`src/rtl/rct_pkg.sv`:
```
// Shared definitions for the RC-charge conversion timer.
// Assumes a one-bit register select on the host bus.
package rct_pkg;
    typedef enum logic {
        REG_CTRL = 1'b0,
        REG_STAT = 1'b1
    } rct_reg_e;
endpackage

```
`src/rtl/rct_sync.sv`:
```
// Synchronizes one asynchronous comparator level and flags its rising edge.
// Assumes STAGES >= 2. The output pulse lasts one clock.
module rct_sync #(
    parameter int STAGES = 2
) (
    input  logic clk,
    input  logic rst_n,
    input  logic async_in,
    output logic rise
);
    logic [STAGES-1:0] sync_q;
    logic              last_q;

    // Shift the raw level through the synchronizer and keep one delayed copy.
    always_ff @(posedge clk) begin
        if (!rst_n) begin
            sync_q <= '0;
            last_q <= 1'b0;
        end else begin
            sync_q <= {sync_q[STAGES-2:0], async_in};
            last_q <= sync_q[STAGES-1];
        end
    end

    // A rise is the synchronized level high while its delayed copy is low.
    always_comb rise = sync_q[STAGES-1] & ~last_q;
endmodule

```
`src/rtl/rct_channel.sv`:
```
// One conversion channel: a saturating counter and a stop flag.
// Assumes run comes from a register and rise is a synchronized one-clock pulse.
module rct_channel #(
    parameter int CNT_W = 16
) (
    input  logic             clk,
    input  logic             rst_n,
    input  logic             run,
    input  logic             rise,
    output logic [CNT_W-1:0] count,
    output logic             stopped
);
    localparam logic [CNT_W-1:0] CNT_MAX = '1;

    logic [CNT_W-1:0] count_q;
    logic             stop_q;

    // Clear when not running, freeze on a comparator rise, otherwise count up to saturation.
    always_ff @(posedge clk) begin
        if (!rst_n) begin
            count_q <= '0;
            stop_q  <= 1'b0;
        end else if (!run) begin
            count_q <= '0;
            stop_q  <= 1'b0;
        end else if (stop_q) begin
            count_q <= count_q;
        end else if (rise) begin
            stop_q  <= 1'b1;
        end else if (count_q != CNT_MAX) begin
            count_q <= count_q + 1'b1;
        end
    end

    always_comb begin
        count   = count_q;
        stopped = stop_q;
    end

    // a cleared channel reads zero and not stopped on the next clock
    a_r4_clear_holds_zero: assert property (@(posedge clk) disable iff (!rst_n)
        !run |=> (count_q == '0) && !stop_q);

    // the stop flag only rises after a synchronized edge seen while running
    a_r5_stop_needs_edge: assert property (@(posedge clk) disable iff (!rst_n)
        $rose(stop_q) |-> $past(rise && run));

    // a channel that stays stopped keeps its count
    a_r6_frozen_count: assert property (@(posedge clk) disable iff (!rst_n)
        stop_q |=> (!stop_q || $stable(count_q)));

    // the counter never wraps from all ones to a nonzero value
    a_r7_no_wrap: assert property (@(posedge clk) disable iff (!rst_n)
        (count_q == CNT_MAX) |=> (count_q == CNT_MAX) || (count_q == '0));
endmodule

```
`src/rtl/rct_regs.sv`:
```
// Host register file: the read/write control byte and the read-only status byte.
// Assumes a single-cycle write strobe and a combinational read.
module rct_regs
    import rct_pkg::*;
#(
    parameter int NUM_CH = 4,
    localparam int REG_W = 2 * NUM_CH
) (
    input  logic             clk,
    input  logic             rst_n,
    input  logic             bus_addr,
    input  logic             bus_wr,
    input  logic [REG_W-1:0] bus_wdata,
    input  logic [REG_W-1:0] stat_in,
    output logic [REG_W-1:0] ctrl,
    output logic [REG_W-1:0] rdata
);
    logic [REG_W-1:0] ctrl_q;

    // Load the control byte on a write to its address; other writes are dropped.
    always_ff @(posedge clk) begin
        if (!rst_n) begin
            ctrl_q <= '0;
        end else if (bus_wr && (bus_addr == REG_CTRL)) begin
            ctrl_q <= bus_wdata;
        end
    end

    // Select the register named by the address for reading.
    always_comb begin
        ctrl  = ctrl_q;
        rdata = (bus_addr == REG_STAT) ? stat_in : ctrl_q;
    end

    // a control write is visible on the next clock
    a_r2_ctrl_loads: assert property (@(posedge clk) disable iff (!rst_n)
        (bus_wr && bus_addr == REG_CTRL) |=> (ctrl_q == $past(bus_wdata)));

    // a status write leaves the control byte alone
    a_r11_stat_write_ignored: assert property (@(posedge clk) disable iff (!rst_n)
        (bus_wr && bus_addr == REG_STAT) |=> $stable(ctrl_q));
endmodule

```
`src/rtl/rct_adc_timer.sv`:
```
// Four-channel RC-charge conversion timer top level.
// Control bits NUM_CH+i drive discharge and bits i enable counters; status packs
// interrupt requests above stop flags. Assumes comparator inputs are asynchronous.
module rct_adc_timer #(
    parameter int NUM_CH      = 4,
    parameter int CNT_W       = 16,
    parameter int SYNC_STAGES = 2,
    localparam int REG_W      = 2 * NUM_CH
) (
    input  logic                    clk,
    input  logic                    rst_n,
    input  logic                    bus_addr,
    input  logic                    bus_wr,
    input  logic [REG_W-1:0]        bus_wdata,
    output logic [REG_W-1:0]        bus_rdata,
    input  logic [NUM_CH-1:0]       cmp_in,
    input  logic [NUM_CH-1:0]       irq_enable,
    output logic [NUM_CH-1:0]       discharge_on,
    output logic [NUM_CH-1:0]       irq_req,
    output logic [NUM_CH*CNT_W-1:0] count_out
);
    logic [REG_W-1:0]  ctrl;
    logic [REG_W-1:0]  stat;
    logic [NUM_CH-1:0] rise;
    logic [NUM_CH-1:0] stopped;

    rct_regs #(.NUM_CH(NUM_CH)) u_regs (
        .clk       (clk),
        .rst_n     (rst_n),
        .bus_addr  (bus_addr),
        .bus_wr    (bus_wr),
        .bus_wdata (bus_wdata),
        .stat_in   (stat),
        .ctrl      (ctrl),
        .rdata     (bus_rdata)
    );

    for (genvar ch = 0; ch < NUM_CH; ch++) begin : g_ch
        rct_sync #(.STAGES(SYNC_STAGES)) u_sync (
            .clk      (clk),
            .rst_n    (rst_n),
            .async_in (cmp_in[ch]),
            .rise     (rise[ch])
        );

        rct_channel #(.CNT_W(CNT_W)) u_chan (
            .clk     (clk),
            .rst_n   (rst_n),
            .run     (ctrl[ch]),
            .rise    (rise[ch]),
            .count   (count_out[ch*CNT_W +: CNT_W]),
            .stopped (stopped[ch])
        );
    end

    // Route discharge drives, gate interrupt requests and pack the status byte.
    always_comb begin
        discharge_on = ctrl[REG_W-1:NUM_CH];
        irq_req      = stopped & irq_enable;
        stat         = {irq_req, stopped};
    end
endmodule

```
`config.mk`:
```
export PLATFORM = sky130hd
export DESIGN_NAME = rct_adc_timer
export DESIGN_NICKNAME = d
export VERILOG_FILES = /design/src/rtl/rct_pkg.sv /design/src/rtl/rct_sync.sv /design/src/rtl/rct_channel.sv /design/src/rtl/rct_regs.sv /design/src/rtl/rct_adc_timer.sv
export SDC_FILE = /design/constraint.sdc
export NUM_CORES = 1
export LEC_CHECK = 0
export ABC_AREA = 0
export BUFFER_PORTS_ARGS = -buffer_cell sky130_fd_sc_hd__buf_2
export CORE_MARGIN = 2
export CORE_UTILIZATION = 58
export DETAILED_ROUTE_END_ITERATION = 12
export GPL_ROUTABILITY_DRIVEN = 0
export PLACE_DENSITY = 0.85
export REMOVE_ABC_BUFFERS = 1
export SLEW_MARGIN = 5
export SYNTH_ARGS = -nofsm -noshare
export SYNTH_HDL_FRONTEND = slang
export SYNTH_SLANG_ARGS = --single-unit
```
`constraint.sdc`:
```
create_clock -name clk -period 4.1 [get_ports clk]
set_input_delay 1.025 -clock clk [delete_from_list [all_inputs] [get_ports clk]]
set_output_delay 1.025 -clock clk [all_outputs]
set_load 0.01 [all_outputs]
```
Word-level counts from Yosys, hierarchy flattened
Cells that the tools add are included.

Bits of input ports: 20. Logic and storage cells: 61. Register bits after elaboration: 88. Output and inout bits: 80.

Equality and inequality tests: 4. Add/subtract/negate cells: 4. Reductions and logical operators: 9. Bitwise operators: 18. Mux-type cells: 9.

Operators by type and width (count): 16-bit by 1-bit adder with 16-bit output (second input constant) (4); 16-bit inequality test (second input constant) (4); 1-bit NOT (13); 3-bit AND reduction (4); 1-bit 2-to-1 mux (8); 8-bit 2-to-1 mux (1); 2-bit AND reduction (4); 1-bit AND (4); 4-bit AND (1); 1-bit logical AND (1).

Logic depth before layout (Yosys ltp)
Gate-level depths: netlist of run 1.

Depth in word-level cells: 4. Gate-level depth with buffers: 6. Gate-level depth less buffers: 5.

By module
From an unflattened synthesis of run 1, not the netlist that was laid out.

Cells, all modules: 493. Area total of the unflattened synthesis: 4448.0 um2.

By module, submodules not included: rct_channel (cells each 103, instances 4, area each 895.9 um2); rct_regs (cells each 45, instances 1, area each 439.2 um2); rct_sync (cells each 7, instances 4, area each 92.6 um2); rct_adc_timer (cells each 8, instances 1, area each 55.1 um2).

Worst setup path before layout of run 1
No wires, ideal clock.

Path kind: input-to-output. Start: input port bus_addr. End: output port bus_rdata[2]. Path buffers: 1. Required time: 3.075 ns. Slack: 1.419 ns. Arrival: 1.656 ns. Stages on the path: 2. Cells stage by stage: clkbuf_1 -> mux2_2.

Longest elaborated chain between the ends: 1.

RTL lines: start, declared (line rct_adc_timer.sv:12) `input logic bus_addr,`; 8-bit 2-to-1 mux (line rct_regs.sv:32) `rdata = (bus_addr == REG_STAT) ? stat_in : ctrl_q;`; end, declared (line rct_adc_timer.sv:15) `output logic [REG_W-1:0] bus_rdata,`.

Every way passes these cells.

Final worst setup path of run 1
Same ends and word-level chain as after synthesis.

==> results of run 1 <==
[cell usage after synthesis, drive strengths merged, types with 4 or more instances]
cell,count
nand2b,11
mux2,4
a21oi,45
nor2,27
and3,6
nor4,13
or4,24
dfxtp,88
nor3,11
mux2i,11
nand3,23
nand2,45
o41ai,4
a31oi,11
o31ai,23
clkbuf,17
a41o,8
ha,4
and2,23
o21ai,20
and4,14
inv,12
nor2b,11
or3,13
nand4,23
[cell usage in the layout (no fill, tap or decap), drive strengths merged]
cell type	count
nor2	27
or4	24
nor4	13
nand3	23
and2	23
nor2b	11
clkbuf	9
nand2b	11
a21oi	45
clkinvlp	4
o21ai	20
a31oi	11
and3	6
o311ai	3
nor4b	2
a211oi	1
o21a	2
a31o	3
mux2i	11
and4b	1
ha	4
inv	13
nand2	45
or3	13
o31ai	23
or2	1
buf	101
and2b	1
and4	14
mux2	4
o41ai	4
clkinv	2
a41o	8
nor3	11
nand4	23
dfxtp	88
[layout make-up]
class,count,area (µm²),share of cell area
Sequential cell,88,1760,0.351
Tap cell,99,124,0.0247
Inverter,12,45.0,0.00897
Multi-Input combinational cell,388,2400,0.478
Clock inverter,7,56.3,0.0112
Clock buffer,9,124,0.0247
Timing Repair Buffer,101,510,0.102
[metal layers]
layer / up-vias / GRT usage
met5: - / 0
met4: 0 / 0.0974
met3: 15 / 0.0344
met2: 126 / 0.418
met1: 2019 / 0.339
li1: 2131 / -
[logic make-up (layout without fill, tap and decap cells)]
| group | count (synthesis) | in the layout | synth area share |
|---|---|---|---|
| buf+inv | 32 | 129 | 0.0304 |
| mux | 15 | 15 | 0.0362 |
| simple gates | 249 | 249 | 0.334 |
| fa+ha+maj | 4 | 4 | 0.0117 |
| compound gates | 120 | 120 | 0.177 |
| flops | 88 | 88 | 0.411 |
[worst max-delay path: cells and delay by family]
kind     cells  cell delay [ns]
buf+inv      2             0.41
mux          1             0.39
[worst min path at each step]
stage | end | start | slack (ns)
2_1_floorplan | g_ch[0].u_sync.sync_q[1]$_SDFF_PN0_ | g_ch[0].u_sync.sync_q[0]$_SDFF_PN0_ | 0.41
3_3_place_gp | g_ch[2].u_sync.sync_q[1]$_SDFF_PN0_ | g_ch[2].u_sync.sync_q[0]$_SDFF_PN0_ | 0.41
3_5_place_dp | g_ch[3].u_sync.sync_q[1]$_SDFF_PN0_ | g_ch[3].u_sync.sync_q[0]$_SDFF_PN0_ | 0.42
4_1_cts | g_ch[3].u_sync.sync_q[1]$_SDFF_PN0_ | g_ch[3].u_sync.sync_q[0]$_SDFF_PN0_ | 0.43
5_1_grt | g_ch[3].u_sync.sync_q[1]$_SDFF_PN0_ | g_ch[3].u_sync.sync_q[0]$_SDFF_PN0_ | 0.46
6_report | g_ch[3].u_sync.sync_q[1]$_SDFF_PN0_ | g_ch[3].u_sync.sync_q[0]$_SDFF_PN0_ | 0.43
[flip-flops by register name, indices dropped and copies added, names as in the netlist]
| signal | count |
|---|---|
| g_ch.u_chan.count | 64 |
| g_ch.u_chan.stopped | 4 |
| g_ch.u_sync.last_q | 4 |
| g_ch.u_sync.sync_q | 8 |
| u_regs.ctrl | 8 |
[through the flow]
step / std cells / hold slack, ns / setup WS, ns / utilization / instance area, µm²
after floorplan: 488 / 0.412 / 1.67 / - / 4200
after global placement: 688 / 0.413 / 1.27 / 0.670 / 4830
after detailed placement: 688 / 0.420 / 1.25 / 0.670 / 4830
after CTS: 704 / 0.432 / 1.25 / 0.695 / 5010
after global routing: 704 / 0.457 / 1.20 / 0.696 / 5020
final: 704 / 0.431 / 1.24 / 0.696 / 5020
[power breakdown]
group | total, W | switching [W] | internal [W]
Combinational | 0.0000627 | 0.0000366 | 0.0000261
Sequential | 0.000870 | 0.00000630 | 0.000864
Clock | 0.000547 | 0.000324 | 0.000224
==> run_results.csv, run 1 <==
group,metric,value,unit
yosys,yosys.area.top_type,"dfxtp_1",
routing,route.detailed.drc,0,
setup_path,rrSetupSlack,1.91,ns
global_route,grt_max_degree,29,
routing,drt-total-wl,10.2,mm
timing,fin_setup_tns,0,ns
yosys,synth_edf_count,0,
yosys,ys_top_cells_by_area,"dfxtp_1 (41%), a21oi_1 (5.3%), o31ai_1 (4.0%)",
yosys,async_flop_share,0,
die,core,7210,µm²
setup_path,cp_max_fo,13,
clock_network,insertion_delay,0.36,ns
die,num_rows,31,
clock_network,cts_tree,"yes",
yosys,synth_top_cell_area_share,0.411,
setup_path,path_cells,"buf_2, mux2_2, buf_2",
die,die_h,90.0,µm
setup_path,crit_arrival,1.83,ns
outcome,status,"finished, final reports clean",
power_and_ir_drop,power.total,0.00148,W
timing,finalClockSkew,0.0122,ns
timing,hold_violations,0,
global_route,grt_pass1_vias,3783,
timing,rsz0062_at_grt,"false",
setup_path,start_kind,"input port",
worst_hold_path,hold_path.class,"flip-flop to flip-flop",
timing,slew_viol_final,0,
timing,setup_violations,0,
routing,top_layer,"met4",
routing,wl_met3,517,µm
die,fp.dieW,90.0,µm
clock_network,cts_buffer_depth,2,
yosys,ys_seq_elements,88,
yosys,synth_warnings,0,
setup_path,slowest_delay,0.39,ns
setup_path,worst-setup-path-type,"input port to output port",
clock_network,cts_sinks,88,
routing,first_pass_iters,5,
timing,finalCritPeriodShare,0.697,
placement,hpwl,7.30,mm
clock_network,htree_num_levels,3,
flow_run,drv_cap,0,
yosys,ys_seq_area_frac,0.411,
cells_and_area,n_antenna_cell,0,
clock_network,hold_buffers,0,
setup_path,crit_path_end_kind,"output port",
cells_and_area,fillCellCount,628,
yosys,synth.distinct_cells,41,
setup_path,regToRegEndpoint,"g_ch[3].u_chan.count[8]$_SDFFE_PN0P_",
power_and_ir_drop,p_leak,1.98,nW
timing,relSlewSlack,0.303,
worst_hold_path,worstHoldPathCells,1,
cells_and_area,area_delta_synth_final,17.2,%
clock_network,cts_made_buffers,9,
global_route,overflow,0,
yosys,syn-cell-area,4290,µm²
cells_and_area,final_layout_size_suffix_gt1_frac,0.218,
setup_path,rr_startpoint,"g_ch[3].u_chan.count[0]$_SDFFE_PN0P_",
setup_path,crit_path_end,"bus_rdata[2]",
cells_and_area,layout.nets,624,
setup_path,reg2regPathDepth,5,
yosys,avgSynthCellArea,8.44,µm²
timing,fin_crit,2.86,ns
clock_network,cts.repair.resized,0,
routing,drtIter0Drc,141,
routing,wl_per_cell,14.4,µm
routing,route.met2.wl,4.84,mm
setup_path,startpoint,"bus_addr",
die,dieArea,8090,µm²
yosys,synth_cells,508,
global_route,grt_antenna_before_repair,0,
timing,max_freq,350,MHz
power_and_ir_drop,powerDensity,295,nW/µm²
routing,avgViaCountPerCell,6.10,
power_and_ir_drop,peakVddDrop,228,µV
global_route,grt_pass1_wl,17.2,mm
yosys,synth_ff_type,"dfxtp_1",
clock_network,clk_pin_slew,0.10,ns
setup_path,cp_common_cell,"buf_2",
clock_network,cts_setup_buffers,0,
routing,ant_nets,0,
global_route,grt_usage,0.253,
die,io-pin-count,100,
timing,tightest_slew,1.04,ns
routing,met1Wirelength,4.64,mm
routing,vias,4291,
die,start_util,0.594,
setup_path,worstPathRequired,3.07,ns
clock_network,cts_root_buf,"clkbuf_8",
setup_path,slowest_stage,"mux2_2",
placement,io_buffer_count,99,
(Power assumes the default switching activity.)
==> inputs of run 2 (changes only) <==
--- a/config.mk
+++ b/config.mk
@@ -8,10 +8,10 @@
 export ABC_AREA = 0
 export BUFFER_PORTS_ARGS = -buffer_cell sky130_fd_sc_hd__buf_2
 export CORE_MARGIN = 2
-export CORE_UTILIZATION = 58
+export CORE_UTILIZATION = 49
 export DETAILED_ROUTE_END_ITERATION = 12
 export GPL_ROUTABILITY_DRIVEN = 0
-export PLACE_DENSITY = 0.85
+export PLACE_DENSITY = 0.77
 export REMOVE_ABC_BUFFERS = 1
 export SLEW_MARGIN = 5
 export SYNTH_ARGS = -nofsm -noshare
==> constraint.sdc (replaced) <==
create_clock -name clk -period 2.6 [get_ports clk]
set_input_delay 0.65 -clock clk [delete_from_list [all_inputs] [get_ports clk]]
set_output_delay 0.65 -clock clk [all_outputs]
set_load 0.01 [all_outputs]
==> run 2 against run 1 <==
Effect of this change:
- wire length fell by 1.8%
- first-iteration DRC count fell by 13%
- combinational power rose by 56%
- register-to-register slack got worse by 1.5 ns
- cell area rose by 1.2%
- flip-flop and latch count did not move
- global-route usage fell by 5.1 points
- die area rose by 18%
- final cell count rose by 2.0%
- largest power group unchanged
==> run_results.csv, run 2 (same netlist as run 1, synthesis figures left out) <==
group,metric,value,unit
flow_run,drv_cap,0,
outcome,status,"finished, final reports clean",
power_and_ir_drop,p_sw_frac,0.215,
routing,wl_per_cell,13.9,µm
power_and_ir_drop,p_leak,2.03,nW
clock_network,cts_made_buffers,9,
setup_path,cp_max_fo,10,
die,fp.dieW,97.5,µm
clock_network,hold_buffers,0,
setup_path,path_cells,"ha_1, inv_1, or4_1, or4_1, a21oi_1",
setup_path,slowest_delay,0.69,ns
global_route,grt_pass1_wl,16.3,mm
power_and_ir_drop,powerDensity,476,nW/µm²
routing,ant_nets,0,
cells_and_area,final_layout_size_suffix_gt1_frac,0.220,
die,num_rows,34,
timing,hold_violations,0,
cells_and_area,n_antenna_cell,0,
timing,fin_crit,2.16,ns
clock_network,cts_root_buf,"clkbuf_8",
clock_network,insertion_delay,0.34,ns
cells_and_area,fillCellCount,819,
clock_network,cts_sinks,88,
placement,io_buffer_count,99,
setup_path,crit_buf_inv,1,
routing,first_pass_iters,4,
global_route,grt_usage,0.203,
setup_path,cp_common_cell,"or4_1",
clock_network,cts_tree,"yes",
power_and_ir_drop,p_sw,0.000521,W
power_and_ir_drop,power.internal,0.00190,W
timing,finalCritPeriodShare,0.832,
cells_and_area,layout.nets,629,
power_and_ir_drop,combPwrFrac,0.040,
cells_and_area,largest_register_ffs,64,
timing,max_freq,462,MHz
setup_path,slowest_stage,"or4_1",
clock_network,clk_pin_slew,0.09,ns
power_and_ir_drop,peakVddDrop,288,µV
setup_path,path_delay_family,"simple AND/OR/NAND/NOR gates",
cells_and_area,area_delta_synth_final,18.6,%
placement,hpwl,7.29,mm
power_and_ir_drop,clkPwrFrac,0.393,
timing,rsz0062_at_grt,"false",
global_route,overflow,0,
clock_network,cts.repair.resized,0,
routing,drt-total-wl,9.98,mm
worst_hold_path,worstHoldPathCells,1,
setup_path,crit_arrival,2.43,ns
timing,slew_viol_final,0,
routing,drtIter0Drc,122,
setup_path,worst-setup-path-type,"flip-flop to flip-flop",
clock_network,cts_buffer_depth,2,
timing,fin_setup_tns,0,ns
setup_path,crit_cells,5,
power_and_ir_drop,pwr-share-seq,0.566,
worst_hold_path,hold_path.class,"flip-flop to flip-flop",
cells_and_area,final_util,0.591,
timing,setup_violations,0,
routing,vias,4250,
timing,relSlewSlack,0.591,
global_route,grt_max_degree,29,
clock_network,cts_setup_buffers,0,
cells_and_area,final_cell_mix,"buf_2 (99), dfxtp_1 (88), nand2_1 (45), a21oi_1 (45), nor2_1 (27)",
die,start_util,0.499,
routing,avgViaCountPerCell,5.92,
setup_path,start_kind,"flip-flop",
setup_path,crit_path_end_kind,"flip-flop",
setup_path,worstPathRequired,2.87,ns
die,core,8590,µm²
routing,route.detailed.drc,0,
global_route,grt_antenna_before_repair,0,
clock_network,htree_num_levels,3,
die,die_h,97.5,µm
die,io-pin-count,100,
cells_and_area,layout_commonest_cell,"buf_2",
timing,finalClockSkew,0.00877,ns
setup_path,reg2regPathDepth,5,
die,dieArea,9510,µm²
global_route,grt_pass1_vias,3590,
timing,tightest_slew,0.607,ns
[run 2: through the flow]
| stage | worst slack (ns) | power (W) | area, µm² | std cells | hold slack, ns |
|---|---|---|---|---|---|
| finish | 0.436 | 0.00242 | 5080 | 718 | 0.436 |
| global route | 0.342 | 0.00252 | 5080 | 718 | 0.455 |
| CTS | 0.456 | 0.00245 | 5080 | 718 | 0.442 |
| detailed placement | 0.474 | 0.00150 | 4880 | 702 | 0.421 |
| global placement | 0.519 | 0.00150 | 4880 | 702 | 0.415 |
| floorplan | 0.310 | 0.00146 | 4200 | 488 | 0.412 |
[run 2: worst paths after layout]
path	start	endpoint	slack (ns)
min	g_ch[2].u_sync.sync_q[0]$_SDFF_PN0_	g_ch[2].u_sync.sync_q[1]$_SDFF_PN0_	0.44
min reg2reg	g_ch[2].u_sync.sync_q[0]$_SDFF_PN0_	g_ch[2].u_sync.sync_q[1]$_SDFF_PN0_	0.44
max reg2reg	g_ch[3].u_chan.count[0]$_SDFFE_PN0P_	g_ch[3].u_chan.count[8]$_SDFFE_PN0P_	0.44
max	g_ch[3].u_chan.count[0]$_SDFFE_PN0P_	g_ch[3].u_chan.count[8]$_SDFFE_PN0P_	0.44
[run 2: power by group through the flow]
stage / Clock (W) / Sequential, W / Combinational, W
after CTS: 0.000980 / 0.00137 / 0.0000997
after global placement: 0 / 0.00140 / 0.0000970
final: 0.000952 / 0.00137 / 0.0000979
after detailed placement: 0 / 0.00140 / 0.0000993
after floorplan: 0 / 0.00140 / 0.0000532
after global routing: 0.00104 / 0.00137 / 0.000109
[run 2: routing by layer]
layer,track usage,share of wire,vias to the layer above
met2,0.325,0.46,123
li1,-,-,2132
met4,0.0780,0.018,0
met5,0,0,-
met1,0.269,0.46,1978
met3,0.0410,0.057,17
[run 2: final cells by class]
| class | count | area, µm² | area share |
|---|---|---|---|
| Multi-Input combinational cell | 388 | 2390 | 0.471 |
| Sequential cell | 88 | 1760 | 0.347 |
| Timing Repair Buffer | 106 | 548 | 0.108 |
| Clock buffer | 13 | 159 | 0.0313 |
| Tap cell | 108 | 135 | 0.0266 |
| Inverter | 12 | 45.0 | 0.00886 |
| Clock inverter | 3 | 40.0 | 0.00788 |
==> inputs of run 3 (changes only) <==
--- a/config.mk
+++ b/config.mk
@@ -8,10 +8,10 @@
 export ABC_AREA = 0
 export BUFFER_PORTS_ARGS = -buffer_cell sky130_fd_sc_hd__buf_2
 export CORE_MARGIN = 2
-export CORE_UTILIZATION = 49
+export CORE_UTILIZATION = 54
 export DETAILED_ROUTE_END_ITERATION = 12
 export GPL_ROUTABILITY_DRIVEN = 0
-export PLACE_DENSITY = 0.77
+export PLACE_DENSITY = 0.8
 export REMOVE_ABC_BUFFERS = 1
 export SLEW_MARGIN = 5
 export SYNTH_ARGS = -nofsm -noshare
==> constraint.sdc (replaced) <==
create_clock -name clk -period 2 [get_ports clk]
set_input_delay 0.5 -clock clk [delete_from_list [all_inputs] [get_ports clk]]
set_output_delay 0.5 -clock clk [all_outputs]
set_load 0.01 [all_outputs]
==> run 3 against run 2 <==
Effect of this change:
- cell area is 4.0% higher
- clock power is 41% higher
- wire length is 7.1% higher
- core utilization is 9.2 points higher
- global-route usage is 4.7 points higher
- die area is 8.9% lower
- first-iteration DRC count is 20% higher
- critical path type unchanged
- largest cell class unchanged
==> run_results.csv, run 3 (same netlist as run 1, synthesis figures left out) <==
group,metric,value,unit
cells_and_area,largest_register_ffs,64,
power_and_ir_drop,powerDensity,618,nW/µm²
timing,fin_crit,1.89,ns
clock_network,cts_made_buffers,9,
clock_network,cts_tree,"yes",
clock_network,htree_num_levels,3,
timing,finalClockSkew,0.0107,ns
timing,rsz0062_at_grt,"false",
clock_network,cts_setup_buffers,0,
cells_and_area,final_cell_mix,"buf_2 (99), dfxtp_1 (87), nand2_1 (45), a21oi_1 (45)",
die,dieArea,8660,µm²
timing,tightest_slew,0.626,ns
setup_path,worstPathRequired,2.28,ns
routing,vias,4365,
cells_and_area,area_delta_synth_final,23.3,%
die,core,7730,µm²
power_and_ir_drop,power.total,0.00326,W
routing,drtIter0Drc,146,
placement,io_buffer_count,99,
cells_and_area,n_antenna_cell,0,
cells_and_area,layout_commonest_cell,"buf_2",
clock_network,cts_root_buf,"clkbuf_8",
placement,hpwl,7.71,mm
clock_network,clk_pin_slew,0.09,ns
cells_and_area,final_layout_size_suffix_gt1_frac,0.260,
setup_path,rrSetupSlack,0.11,ns
timing,finalCritPeriodShare,0.945,
timing,relSlewSlack,0.579,
routing,ant_nets,0,
cells_and_area,layout.nets,649,
die,fp.dieW,93.1,µm
setup_path,start_kind,"flip-flop",
die,num_rows,32,
timing,max_freq,529,MHz
worst_hold_path,hold_path.class,"input port to flip-flop",
cells_and_area,multiInputGateArea,2430,µm²
setup_path,worst-setup-path-type,"flip-flop to flip-flop",
global_route,grt_pass1_wl,17.8,mm
setup_path,path_cells,"ha_1, inv_1, or4_4, or4_1, a21oi_1",
routing,first_pass_iters,4,
setup_path,cp_max_fo,5,
global_route,grt_usage,0.249,
routing,drt-total-wl,10.7,mm
die,die_h,93.1,µm
routing,wl_per_cell,14.6,µm
clock_network,cts_sinks,88,
clock_network,cts_buffer_depth,2,
placement,placed_cells,716,
timing,hold_violations,0,
global_route,overflow,0,
cells_and_area,final_area,5280,µm²
setup_path,crit_path_end_kind,"flip-flop",
outcome,status,"finished, final reports clean",
power_and_ir_drop,peakVddDrop,401,µV
power_and_ir_drop,p_leak,2.13,nW
die,start_util,0.555,
setup_path,slowest_delay,0.56,ns
setup_path,path_delay_family,"simple AND/OR/NAND/NOR gates",
flow_run,drv_cap,0,
timing,setup_violations,0,
routing,avgViaCountPerCell,5.96,
cells_and_area,fillCellCount,633,
die,io-pin-count,100,
setup_path,crit_arrival,2.17,ns
setup_path,slowest_stage,"or4_4",
timing,slew_viol_final,0,
clock_network,insertion_delay,0.35,ns
placement,place_area,5030,µm²
global_route,grt_antenna_before_repair,0,
global_route,grt_pass1_vias,4018,
global_route,grt_max_degree,19,
setup_path,crit_buf_inv,1,
routing,route.detailed.drc,0,
cells_and_area,seqCellArea,1760,µm²
cells_and_area,instances_no_fill,732,
==> run 3: metrics by stage <==
stage | hold slack, ns | utilization | worst slack (ns) | setup TNS [ns]
finish | 0.346 | 0.684 | 0.111 | 0
CTS | 0.331 | 0.679 | 0.0245 | 0
detailed placement | 0.422 | 0.650 | 0.0408 | 0
global placement | 0.414 | 0.650 | 0.139 | 0
floorplan | 0.412 | - | -0.290 | -1.89
global route | 0.326 | 0.684 | 0.0197 | 0
==> run 3: timing repair <==
item | in CTS | in global routing
hold buffers | 0 | 0
endpoints found under the setup margin | 0 | 13
resized for setup | 0 | 9
==> run 3: metal layers <==
layer	up-vias	track usage	part of all wire
li1	2175	-	-
met1	2037	0.314	0.44
met2	143	0.426	0.49
met3	10	0.0572	0.058
met4	0	0.0760	0.0096
met5	-	0	0
==> run 3: where the power goes <==
| group | internal [W] | switching (W) | total [W] |
|---|---|---|---|
| logic | 0.0000613 | 0.0000791 | 0.000140 |
| registers | 0.00177 | 0.0000121 | 0.00178 |
| clock network | 0.000703 | 0.000639 | 0.00134 |
==> run 3: final timing paths <==
path	start	endpoint	depth (start not counted)
max	g_ch[3].u_chan.count[0]$_SDFFE_PN0P_	g_ch[3].u_chan.count[8]$_SDFFE_PN0P_	5
min	cmp_in[2]	g_ch[2].u_sync.sync_q[0]$_SDFF_PN0_	2
max reg2reg	g_ch[3].u_chan.count[0]$_SDFFE_PN0P_	g_ch[3].u_chan.count[8]$_SDFFE_PN0P_	5
min reg2reg	g_ch[3].u_sync.sync_q[0]$_SDFF_PN0_	g_ch[3].u_sync.sync_q[1]$_SDFF_PN0_	1
==> run 3: cell type report <==
class	instances	area share
clock buffers	9	0.0234
clock inverters	7	0.0182
inverters	12	0.00852
multi-input cells	388	0.460
flip-flops and latches	88	0.334
well taps	102	0.0242
repair buffers	126	0.132
